File: src/rtl/dds_seq_pkg.sv
package dds_seq_pkg;

    localparam int FRAME_W  = 16;
    localparam int N_FRAMES = 11;
    localparam int IDX_W    = $clog2(N_FRAMES);

    typedef enum logic [1:0] {
        SH_IDLE,
        SH_HIGH,
        SH_LOW,
        SH_TAIL
    } shift_state_t;

    typedef enum logic [1:0] {
        SQ_IDLE,
        SQ_ISSUE,
        SQ_WAIT,
        SQ_GAP
    } seq_state_t;

    // Frame k of the program: a fixed opener, eight byte loads, then the
    // mode frame and the release frame.
    function automatic logic [FRAME_W-1:0] frame_word(
        input logic [IDX_W-1:0] idx,
        input logic [31:0]      w0,
        input logic [31:0]      w1
    );
        logic [2:0]  k;
        logic [31:0] w;
        logic [7:0]  b;
        k = 3'(idx - IDX_W'(1));
        w = k[2] ? w1 : w0;
        b = w[{k[1:0], 3'b000} +: 8];
        if (idx == '0)
            return 16'hD000;
        else if (idx == IDX_W'(9))
            return 16'h9000;
        else if (idx >= IDX_W'(10))
            return 16'hC000;
        else
            // upper byte: 0b001x_0kkk, x set on even byte slots
            return {3'b001, ~k[0], 1'b0, k, b};
    endfunction

endpackage

File: src/rtl/dds_seq_program.sv
module dds_seq_program
    import dds_seq_pkg::*;
(
    input  logic [IDX_W-1:0]   idx,
    input  logic [31:0]        w0,
    input  logic [31:0]        w1,
    output logic [FRAME_W-1:0] word,
    output logic               last
);
    always_comb begin
        word = frame_word(idx, w0, w1);
        last = (idx == IDX_W'(N_FRAMES - 1));
    end
endmodule

File: src/rtl/dds_seq_shifter.sv
module dds_seq_shifter
    import dds_seq_pkg::*;
#(
    parameter int SETUP_CYC = 20,
    parameter int HOLD_CYC  = 20
) (
    input  logic               clk,
    input  logic               rst,
    input  logic               go,
    input  logic [FRAME_W-1:0] word,
    output logic               sclk,
    output logic               sdata,
    output logic               fsync,
    output logic               frame_end,
    output logic               idle
);
    localparam int MAXC = (SETUP_CYC > HOLD_CYC) ? SETUP_CYC : HOLD_CYC;
    localparam int CW   = $clog2(MAXC + 1);
    localparam int BW   = $clog2(FRAME_W);

    shift_state_t       st;
    logic [CW-1:0]      cnt;
    logic [BW-1:0]      bits_left;
    logic [FRAME_W-1:0] shreg;

    always_ff @(posedge clk) begin
        if (rst) begin
            st        <= SH_IDLE;
            cnt       <= '0;
            bits_left <= '0;
            shreg     <= '0;
            sclk      <= 1'b1;
            sdata     <= 1'b0;
            fsync     <= 1'b1;
            frame_end <= 1'b0;
        end else begin
            frame_end <= 1'b0;
            case (st)
                SH_IDLE: if (go) begin
                    shreg     <= word;
                    sdata     <= word[FRAME_W-1];
                    fsync     <= 1'b0;
                    sclk      <= 1'b1;
                    cnt       <= '0;
                    bits_left <= BW'(FRAME_W - 1);
                    st        <= SH_HIGH;
                end
                SH_HIGH: if (cnt == CW'(SETUP_CYC - 1)) begin
                    cnt  <= '0;
                    sclk <= 1'b0;
                    st   <= SH_LOW;
                end else begin
                    cnt <= cnt + 1'b1;
                end
                SH_LOW: if (cnt == CW'(HOLD_CYC - 1)) begin
                    cnt  <= '0;
                    sclk <= 1'b1;
                    if (bits_left == '0) begin
                        st <= SH_TAIL;
                    end else begin
                        bits_left <= bits_left - 1'b1;
                        shreg     <= shreg << 1;
                        sdata     <= shreg[FRAME_W-2];
                        st        <= SH_HIGH;
                    end
                end else begin
                    cnt <= cnt + 1'b1;
                end
                SH_TAIL: if (cnt == CW'(SETUP_CYC - 1)) begin
                    cnt       <= '0;
                    fsync     <= 1'b1;
                    frame_end <= 1'b1;
                    st        <= SH_IDLE;
                end else begin
                    cnt <= cnt + 1'b1;
                end
                default: st <= SH_IDLE;
            endcase
        end
    end

    assign idle = (st == SH_IDLE);


    sclk_idle_high_chk: assert property (@(posedge clk) disable iff (rst)
        fsync |-> sclk);


    data_stable_low_chk: assert property (@(posedge clk) disable iff (rst)
        (!sclk && !$past(sclk)) |-> $stable(sdata));


    all_bits_sent_chk: assert property (@(posedge clk) disable iff (rst)
        $rose(fsync) |-> (bits_left == '0));

endmodule

File: src/rtl/dds_tuning_loader.sv
module dds_tuning_loader
    import dds_seq_pkg::*;
#(
    parameter int SETUP_CYC = 20,
    parameter int HOLD_CYC  = 20,
    parameter int GAP_CYC   = 200000
) (
    input  logic        clk,
    input  logic        rst,
    input  logic        start,
    input  logic [31:0] tune0,
    input  logic [31:0] tune1,
    output logic        sclk,
    output logic        sdata,
    output logic        fsync,
    output logic        busy,
    output logic        done
);
    localparam int GW = $clog2(GAP_CYC + 1);

    seq_state_t         st;
    logic [IDX_W-1:0]   idx;
    logic [GW-1:0]      gcnt;
    logic [31:0]        w0_q, w1_q;
    logic [FRAME_W-1:0] cur_word;
    logic               cur_last;
    logic               frame_go, frame_end, sh_idle;

    dds_seq_program u_prog (
        .idx  (idx),
        .w0   (w0_q),
        .w1   (w1_q),
        .word (cur_word),
        .last (cur_last)
    );

    dds_seq_shifter #(
        .SETUP_CYC (SETUP_CYC),
        .HOLD_CYC  (HOLD_CYC)
    ) u_shift (
        .clk       (clk),
        .rst       (rst),
        .go        (frame_go),
        .word      (cur_word),
        .sclk      (sclk),
        .sdata     (sdata),
        .fsync     (fsync),
        .frame_end (frame_end),
        .idle      (sh_idle)
    );

    assign frame_go = (st == SQ_ISSUE);
    assign busy     = (st != SQ_IDLE);

    always_ff @(posedge clk) begin
        if (rst) begin
            st   <= SQ_IDLE;
            idx  <= '0;
            gcnt <= '0;
            w0_q <= '0;
            w1_q <= '0;
            done <= 1'b0;
        end else begin
            done <= 1'b0;
            case (st)
                SQ_IDLE: if (start) begin
                    w0_q <= tune0;
                    w1_q <= tune1;
                    idx  <= '0;
                    st   <= SQ_ISSUE;
                end
                SQ_ISSUE: st <= SQ_WAIT;
                SQ_WAIT: if (frame_end) begin
                    done <= cur_last;
                    gcnt <= '0;
                    st   <= SQ_GAP;
                end
                SQ_GAP: if (gcnt == GW'(GAP_CYC - 1)) begin
                    if (cur_last) begin
                        st <= SQ_IDLE;
                    end else begin
                        idx <= idx + 1'b1;
                        st  <= SQ_ISSUE;
                    end
                end else begin
                    gcnt <= gcnt + 1'b1;
                end
                default: st <= SQ_IDLE;
            endcase
        end
    end


    words_held_chk: assert property (@(posedge clk) disable iff (rst)
        (busy && start) |=> ($stable(w0_q) && $stable(w1_q)));


    done_pulse_chk: assert property (@(posedge clk) disable iff (rst)
        done |=> !done);


    done_after_sync_chk: assert property (@(posedge clk) disable iff (rst)
        done |-> ($past(frame_end) && fsync));


    issue_when_idle_chk: assert property (@(posedge clk) disable iff (rst)
        frame_go |-> (sh_idle && fsync));

endmodule

File: config.mk
export PLATFORM = sky130hd
export DESIGN_NAME = dds_tuning_loader
export DESIGN_NICKNAME = d
export VERILOG_FILES = /design/src/rtl/dds_seq_pkg.sv /design/src/rtl/dds_seq_program.sv /design/src/rtl/dds_seq_shifter.sv /design/src/rtl/dds_tuning_loader.sv
export SDC_FILE = /design/constraint.sdc
export NUM_CORES = 1
export LEC_CHECK = 0
export ABC_AREA = 1
export BUFFER_PORTS_ARGS = -buffer_cell sky130_fd_sc_hd__buf_2
export CAP_MARGIN = 15
export CORE_MARGIN = 2
export CORE_UTILIZATION = 30
export CTS_CLUSTER_DIAMETER = 50
export DETAILED_ROUTE_END_ITERATION = 8
export PLACE_DENSITY = 0.48
export SYNTH_ARGS = -nofsm -noshare
export SYNTH_HDL_FRONTEND = slang
export SYNTH_SLANG_ARGS = --single-unit
File: constraint.sdc
create_clock -name clk -period 2 [get_ports clk]
set_clock_uncertainty 0.2 [all_clocks]
set_input_delay 0.4 -clock clk [delete_from_list [all_inputs] [get_ports clk]]
set_output_delay 0.4 -clock clk [all_outputs]
set_load 0.01 [all_outputs]
; ---- Word level (Yosys, flattened, before mapping)
; Cells that the tools add are included.
[word_totals]
ff_bits = 119
out_inout_bits = 5
in_bits = 67
elab_cells = 110
[classes]
n_reduce_logical = 21
mux = 44
shifts = 1
n_addsub = 5
bitwise = 4
n_eq_ne = 20
magnitude_cmp = 1
[op_table]
columns = operator, count
row1 = $mux 16, 3
row2 = $mux 15, 3
row3 = $mux 18, 2
row4 = $pmux 18 s2, 1
row5 = $mux 32, 1
row6 = $shiftx 32x6->8, 1
row7 = $pmux 15 s2, 1
row8 = $mux 4, 6
row9 = $add 18x1->18 const B, 1
row10 = $eq 18x18->1 const B, 1
row11 = $mux 2, 8
row12 = $pmux 2 s4, 2
row13 = $pmux 4 s2, 2
row14 = $reduce_and 4->1, 4
row15 = $ne 2x2->1 const B, 6
row16 = $mux 5, 2
row17 = $pmux 5 s2, 1
row18 = $reduce_bool 2->1, 5
row19 = $mux 1, 9
row20 = $reduce_and 3->1, 3
row21 = $eq 2x2->1 const B, 4
row22 = $eq 4x4->1 const B, 2
row23 = $logic_not 4->1, 2
row24 = $ne 2x1->1 const B, 4
row25 = 15 further kinds, 22

; ---- Logic depth before layout (Yosys ltp)
; Gate-level depths: netlist (run 1).
[depth]
word_depth = 8
depth_mapped = 15
mapped_depth_nobuf = 12

; ---- Modules after synthesis
; From an unflattened synthesis (run 1), not the netlist that was laid out.
[hier_totals]
cells_unflattened = 1076
hier_area_um2 = 6779.0
[modules_own_cells]
columns = module, cells_each, area_each_um2, seq_area_each_um2, n_inst
row1 = dds_tuning_loader, 578, 3936.3, 1781.7, 1
row2 = dds_seq_shifter, 259, 1711.6, 600.6, 1
row3 = dds_seq_program, 239, 1131.1, 0.0, 1

; ---- Worst setup path before layout (run 1)
; Ideal clock, no wire load.
[synth_timing]
kind = register to register
start = reg idx[0]
end = reg u_shift.shreg[7]
required_time_ns = 1.736
n_path_buf = 4
arrival_ns = 1.927
setup_ns = 0.064
path_slack_ns = -0.191
stages_incl_launch_ff = 15
synth_period_minus_slack_ns = 2.191
path_cell_list = dfxtp_1 > buf_2 > inv_1 > clkbuf_1 > ha_1 > nand2_1 > nand2_2 > inv_2 > buf_6 > buf_6 > o211ai_1 > nand3_1 > nand2_1 > nor2_1 > nor2_1
[synth_between]
elab_chain_cells = 8
word_cells_on_any_way = 11
cone_classes = add/sub (1) / order compare (1) / eq/ne (1) / shift (1) / mux (6) / reduce/logical (1)
[synth_rtl]
columns = element, line
row1 = start: declaration, dds_tuning_loader.sv:22  ; logic [IDX_W-1:0] idx;
row2 = start signal: assignment, dds_tuning_loader.sv:82  ; idx <= idx + 1'b1;
row3 = $sub 3x1->3, dds_seq_pkg.sv:31  ; k = 3'(idx - IDX_W'(1));
row4 = $mux 32, dds_seq_pkg.sv:32  ; w = k[2] ? w1 : w0;
row5 = $shiftx 32x6->8, dds_seq_pkg.sv:33  ; b = w[{k[1:0], 3'b000} +: 8];
row6 = $mux 16, dds_seq_pkg.sv:38  ; else if (idx >= IDX_W'(10))
row7 = $mux 16, dds_seq_pkg.sv:36  ; else if (idx == IDX_W'(9))
row8 = $mux 16 (*), dds_seq_pkg.sv:34  ; if (idx == '0)
row9 = $mux 15 (*), dds_seq_shifter.sv:39  ; SH_IDLE: if (go) begin
row10 = $pmux 15 s2 (*), dds_seq_shifter.sv:38  ; case (st)
row11 = end signal: assignment, dds_seq_shifter.sv:40  ; shreg <= word;
row12 = end signal: assignment, dds_seq_shifter.sv:62  ; shreg <= shreg << 1;
row13 = end: declaration, dds_seq_shifter.sv:24  ; logic [FRAME_W-1:0] shreg;
; Mark *: on every way between the ends. The rest lies on a longest branch, timed or not. The select of a mux whose other input is x is not followed.
; A chain may end at the register's enable or synchronous reset.

; ---- Worst setup path in the final report (run 1)
[layout_timing]
start = reg idx[0]
end = reg u_shift.shreg[1]
; The elaborated chain is that of the path after synthesis.

==> impl_metrics.yaml, run 1 <==
critical_path:
  path_cells: "buf_6, ha_2, nand3_2, nand2_2, nor2_2, nand2_2, nor2_4, nand3_1, nand2_1, nor2_1, nor2_1"
  cp-start-kind: "flip-flop"
  critPathTopFamily: "simple AND/OR/NAND/NOR gates"
  cp_num_buf_inv: 1
  required_ns: 2.15
  r2r-start: "idx[0]"
  critPathMaxStageDelay_ns: 0.36
  cp_data_arrival_time_ns: 2.09
  end_kind: "flip-flop"
  cp-startpoint: "idx[0]"
  crit_path_top_delay_cell: "dfxtp_4"
  path_class: "flip-flop to flip-flop"
  cp_max_fo: 7
floorplanning:
  die_w_um: 144
  die-area_sq_um: 20800
  num_io_pins: 72
  initial_utilization: 0.305
  rows: 51
  die_y_um: 144
  coreArea_sq_um: 19400
routing:
  drtPass1Iterations: 4
  via_per_inst: 4.48
  wl_per_cell_um: 13.0
  via_count: 5556
  drtAntennaViolNets: 0
  drt_iter0_markers: 223
  routed_wl_um: 16100
  drc: 0
run:
  maxCapViolations: 0
sta:
  finalCriticalPeriod_ns: 1.94
  finalHoldViolCount: 0
  max_slew.worst_pin.slew_ns: 0.467
  setup_violations: 0
  setup_slack_ns: 0.0626
  finalCritPeriodShare: 0.969
  fmax_mhz: 516
  max-slew-margin-rel: 0.688
  slew_violations: 0
layout:
  final_area_sq_um: 7470
  layout-drive-gt1-share: 0.210
  n_antenna_cell: 0
  fin_nets: 1042
  area_growth_pct: 26.4
  final_core_util: 0.385
outcome:
  status: "finished, final reports clean"
synth:
  syn_area_per_cell_sq_um: 6.79
  synth_cells: 871
  synthFlopType: "dfxtp_1"
  yosys.area.top_type: "dfxtp_1"
  ys_types: 36
  synthArstFlopShare: 0
  synth_area_sq_um: 5910
  synth_top_area_share: 0.403
  ys_ff_latch: 119
  synth_common_cells: "nand2_1 (174), nor2_1 (173), dfxtp_1 (119)"
  synth.net_count: 951
  synth_edf_count: 0
  synth_area_leaders: "dfxtp_1 (40%), nand2_1 (11%), nor2_1 (11%)"
  seq_area_frac_synth: 0.403
  ys_warn_count: 0
  yosysMostFrequentCell: "nand2_1"
grt:
  grt_pass1_wl_um: 26900
  grt_max_degree: 62
  track_usage: 0.166
  antenna_found_initial: 0
  grt_overflow: 0
  grt_pass1_vias: 5333
clocking:
  clk_pin_slew_ns: 0.07
  h-tree-depth: 4
  clk_path_buf_depth: 2
  clkSinkCount: 119
  clock_latency_ns: 0.43
  cts_made_buffers: 17
  clockRootBuffer: "clkbuf_16"
  cts_tree: "yes"
power:
  power.switching_w: 0.00461
  switching_share: 0.406
  p_comb_frac: 0.421
  peakVddDrop_v: 0.000581
  p_int_w: 0.00674
  pwr-share-clk: 0.286
  power.density_nw_per_um2: 1520
  p_leak_nw: 3.03
  seq_power_share: 0.292
place:
  place_area_sq_um: 6730
  io_buffers: 71
  place.gp.congestion: 0.789
  place_worst_setup_slack_ns: -0.0207
  dp_hpwl_um: 11400
min_path:
  min_from: "tune0[14]"
  hp-class: "input pin to flip-flop"
flip-flops by register name, summed over array words and instances, names as in the netlist, 2 cells and up:
name	cells
w0_q	32
w1_q	32
gcnt	18
u_shift.shreg	15
u_shift.cnt	5
idx	4
u_shift.bits_left	4
st	2
u_shift.st	2
area by class of cell:
class                           count  area, sq um
Inverter                           81          314
Clock inverter                     14          178
Timing Repair Buffer              115          743
Fill cell                        2150        11900
Sequential cell                   119         2390
Multi-Input combinational cell    628         3080
Clock buffer                       18          439
Tap cell                          265          332
worst paths after layout:
kind                       endpoint  slack (ns)  depth (start not counted)
hold / removal             w0_q[14]        0.01                          3
setup reg to reg   u_shift.shreg[1]        0.06                         11
hold reg to reg   u_shift.shreg[13]        0.25                          2
setup / recovery   u_shift.shreg[1]        0.06                         11
power groups by stage:
stage | Clock [W] | Combinational, W | Sequential [W]
after floorplan | 0 | 0.00328 | 0.00328
after global placement | 0 | 0.00451 | 0.00334
after detailed placement | 0 | 0.00451 | 0.00335
after CTS | 0.00331 | 0.00455 | 0.00330
after global routing | 0.00343 | 0.00547 | 0.00339
final | 0.00325 | 0.00478 | 0.00332
routing by layer:
layer  vias to the layer above  wire length, um  track usage
met5                         -                0            0
met4                         0              114       0.0501
li1                       2983                -            -
met1                      2477             8020        0.221
met2                        87             7390        0.265
met3                         9              558       0.0397
through the flow:
| step | power [W] | TNS, ns | hold WS [ns] | std cells |
|---|---|---|---|---|
| 2_1_floorplan | 0.00655 | 0 | 0.230 | 871 |
| 3_3_place_gp | 0.00785 | -0.00372 | 0.243 | 1202 |
| 3_5_place_dp | 0.00786 | -0.0700 | 0.245 | 1202 |
| 4_1_cts | 0.0112 | 0 | 0.00919 | 1234 |
| 5_1_grt | 0.0123 | -0.117 | 0.0177 | 1240 |
| 6_report | 0.0113 | 0 | 0.0150 | 1240 |
worst min-delay path, stage by stage:
cell and delay, ns:
buf_2 0.07, o21ai_0 0.07, nor2_1 0.07
placed cells by master, fill, tap and decap left out, types with 10 or more instances in the layout:
master	instances
o21ai_1	10
nand3_1	36
buf_2	71
nand2_1	171
nor2_1	171
a21oi_1	55
buf_4	38
clkbuf_16	17
dfxtp_1	114
o21ai_0	80
o211ai_1	23
inv_1	69
xor2_1	13
what timing repair did:
action,in CTS,in global routing
setup endpoints to repair,8,34
hold endpoints to repair,0,0
setup buffers,0,5
pin swaps,0,11
hold buffers,0,0
cloned,0,1
resized for setup,3,28
logic make-up (layout without fill, tap and decap cells):
kind of cell,Yosys count,after routing,share of synthesized area
AOI/OAI and AO/OA,178,178,0.167
buffers and inverters,125,228,0.0887
DFF,119,119,0.403
adders and majority gates,13,13,0.0275
and+or+nand+nor,421,422,0.292
xor gates and xnor gates,15,15,0.0222
No activity file was read; power rests on OpenSTA's default activity.
==> run 2: changes to the inputs <==
--- a/config.mk
+++ b/config.mk
@@ -7,12 +7,11 @@
 export LEC_CHECK = 0
 export ABC_AREA = 1
 export BUFFER_PORTS_ARGS = -buffer_cell sky130_fd_sc_hd__buf_2
-export CAP_MARGIN = 15
 export CORE_MARGIN = 2
 export CORE_UTILIZATION = 30
 export CTS_CLUSTER_DIAMETER = 50
 export DETAILED_ROUTE_END_ITERATION = 8
-export PLACE_DENSITY = 0.48
+export PLACE_DENSITY = 0.47
 export SYNTH_ARGS = -nofsm -noshare
 export SYNTH_HDL_FRONTEND = slang
 export SYNTH_SLANG_ARGS = --single-unit
==> constraint.sdc (replaced) <==
create_clock -name clk -period 1.9 [get_ports clk]
set_clock_uncertainty 0.2 [all_clocks]
set_input_delay 0.38 -clock clk [delete_from_list [all_inputs] [get_ports clk]]
set_output_delay 0.38 -clock clk [all_outputs]
set_load 0.01 [all_outputs]
==> impl_metrics.yaml, run 2 (same netlist as run 1, synthesis figures left out) <==
place:
  dp_hpwl_um: 11800
  place.gp.congestion: 0.790
  place_area_sq_um: 6850
  io_buffers: 71
  placed_cells: 1211
min_path:
  holdPathStages: 3
  holdPathEnd: "w0_q[17]"
  hp-class: "input pin to flip-flop"
  min_from: "tune0[17]"
routing:
  wl_per_cell_um: 13.3
  via_count: 5726
  drtPass1Iterations: 4
  routed_wl_um: 16800
  drtAntennaViolNets: 0
  drc: 0
  via_per_inst: 4.54
  drt_iter0_markers: 223
layout:
  top_regs: "w0_q x32, w1_q x32, gcnt x18"
  final_cell_mix: "nor2_1 (167), nand2_1 (163), dfxtp_1 (111), o21ai_0 (76), buf_2 (71)"
  fin_nets: 1063
  stdcell_count: 1261
  n_antenna_cell: 0
  fillers: 2080
  area_growth_pct: 33.2
  final_area_sq_um: 7870
  layout-drive-gt1-share: 0.243
  final_common_cell: "nor2_1"
sta:
  slew_violations: 0
  finalCriticalPeriod_ns: 1.88
  holdWs_ns: 0.0127
  max-slew-margin-rel: 0.655
  max_slew.worst_pin.slew_ns: 0.518
  fmax_mhz: 532
  fin_tns_setup_ns: 0
  grt_setup_unrepaired: "true"
  finalCritPeriodShare: 0.990
  setup_violations: 0
  finalHoldViolCount: 0
critical_path:
  cp_max_fo: 8
  reg2reg_to: "u_shift.bits_left[0]"
  rr_worst_depth: 10
  end_kind: "flip-flop"
  reg2reg_setup_slack_ns: 0.02
  cp_data_arrival_time_ns: 1.99
  cp-start-kind: "flip-flop"
  r2r-start: "st[1]"
  path_class: "flip-flop to flip-flop"
  required_ns: 2.01
clocking:
  clockRootBuffer: "clkbuf_16"
  clock_latency_ns: 0.42
  clk_path_buf_depth: 2
  cts_tree: "yes"
  clk_pin_slew_ns: 0.06
  cts_made_buffers: 17
  clkSinkCount: 119
  h-tree-depth: 4
power:
  peakVddDrop_v: 0.000776
  power.density_nw_per_um2: 1630
  p_leak_nw: 3.18
grt:
  track_usage: 0.168
  grt_max_degree: 46
  grt_pass1_wl_um: 27400
  grt_overflow: 0
  antenna_found_initial: 0
  grt_pass1_vias: 5490
outcome:
  status: "finished, final reports clean"
floorplanning:
  die_w_um: 144
  die-area_sq_um: 20800
  coreArea_sq_um: 19400
  initial_utilization: 0.305
  rows: 51
  num_io_pins: 72
  die_y_um: 144
run:
  maxCapViolations: 0
run 2: cell count changes in the layout (fill, tap and decap cells not counted), sizes merged:
cell / previous run / this run
clkbuf: 18 / 20
dlygate4sd3: 0 / 4
clkinv: 2 / 6
bufinv: 2 / 3
buf: 115 / 128
clkinvlp: 0 / 2
inv: 91 / 86
run 2: per-stage QoR:
step	util	worst slack, ns	power [W]
after global routing	0.406	-0.0585	0.0139
after floorplan	-	-0.0662	0.00692
final	0.406	0.0198	0.0129
after global placement	0.353	0.00175	0.00851
after detailed placement	0.353	-0.00717	0.00851
after CTS	0.387	0.000403	0.0120
run 2: power by group:
part	switching (W)	internal, W
combinational	0.00353	0.00246
sequential	0.000340	0.00316
clock	0.00129	0.00209
run 2: area by class of cell:
type | instances | area, sq um | share of cell area
Clock buffer | 17 | 425 | 0.0540
Multi-Input combinational cell | 628 | 3180 | 0.404
Sequential cell | 119 | 2400 | 0.305
Clock inverter | 15 | 191 | 0.0243
Timing Repair Buffer | 135 | 1000 | 0.127
Inverter | 81 | 334 | 0.0424
Tap cell | 265 | 332 | 0.0421
Timing Repair inverter | 1 | 8.76 | 0.00111
run 2: per-layer routing:
| layer | global-route usage | up-vias | share of wire |
|---|---|---|---|
| met5 | 0 | - | 0 |
| li1 | - | 3029 | - |
| met3 | 0.0325 | 14 | 0.035 |
| met4 | 0.0460 | 0 | 0.012 |
| met2 | 0.277 | 100 | 0.45 |
| met1 | 0.224 | 2583 | 0.50 |
run 2: how the worst max path moves through the flow:
stage / startpoint / to / slack (ns) / depth (start not counted)
global route: u_shift.cnt[0] / u_shift.shreg[1] / -0.06 / 10
floorplan: idx[0] / u_shift.shreg[7] / -0.07 / 15
CTS: st[0] / busy / 0.0004 / 4
finish: st[1] / u_shift.bits_left[0] / 0.02 / 10
detailed placement: idx[1] / u_shift.shreg[5] / -0.007 / 10
global placement: idx[1] / u_shift.shreg[2] / 0.002 / 11
run 2: timing repair:
item                                    in CTS  in global routing
hold buffers                                 4                  0
pin swaps                                    0                 18
gates resized for setup                      4                 67
endpoints found under the setup margin       7                 44
buffers inserted                             0                  8
endpoints found under the hold margin        4                  0
cloned                                       0                  6
run 2: critical path, cell delays in order, from the launching register on:
cell and delay (ns):
dfxtp_4 0.35, inv_1 0.09, ha_1 0.16, inv_1 0.06, nand2_2 0.09, nand2_4 0.07
nor2_4 0.22, nand2_8 0.15, buf_4 0.18, nor3_1 0.13, nor2_1 0.07
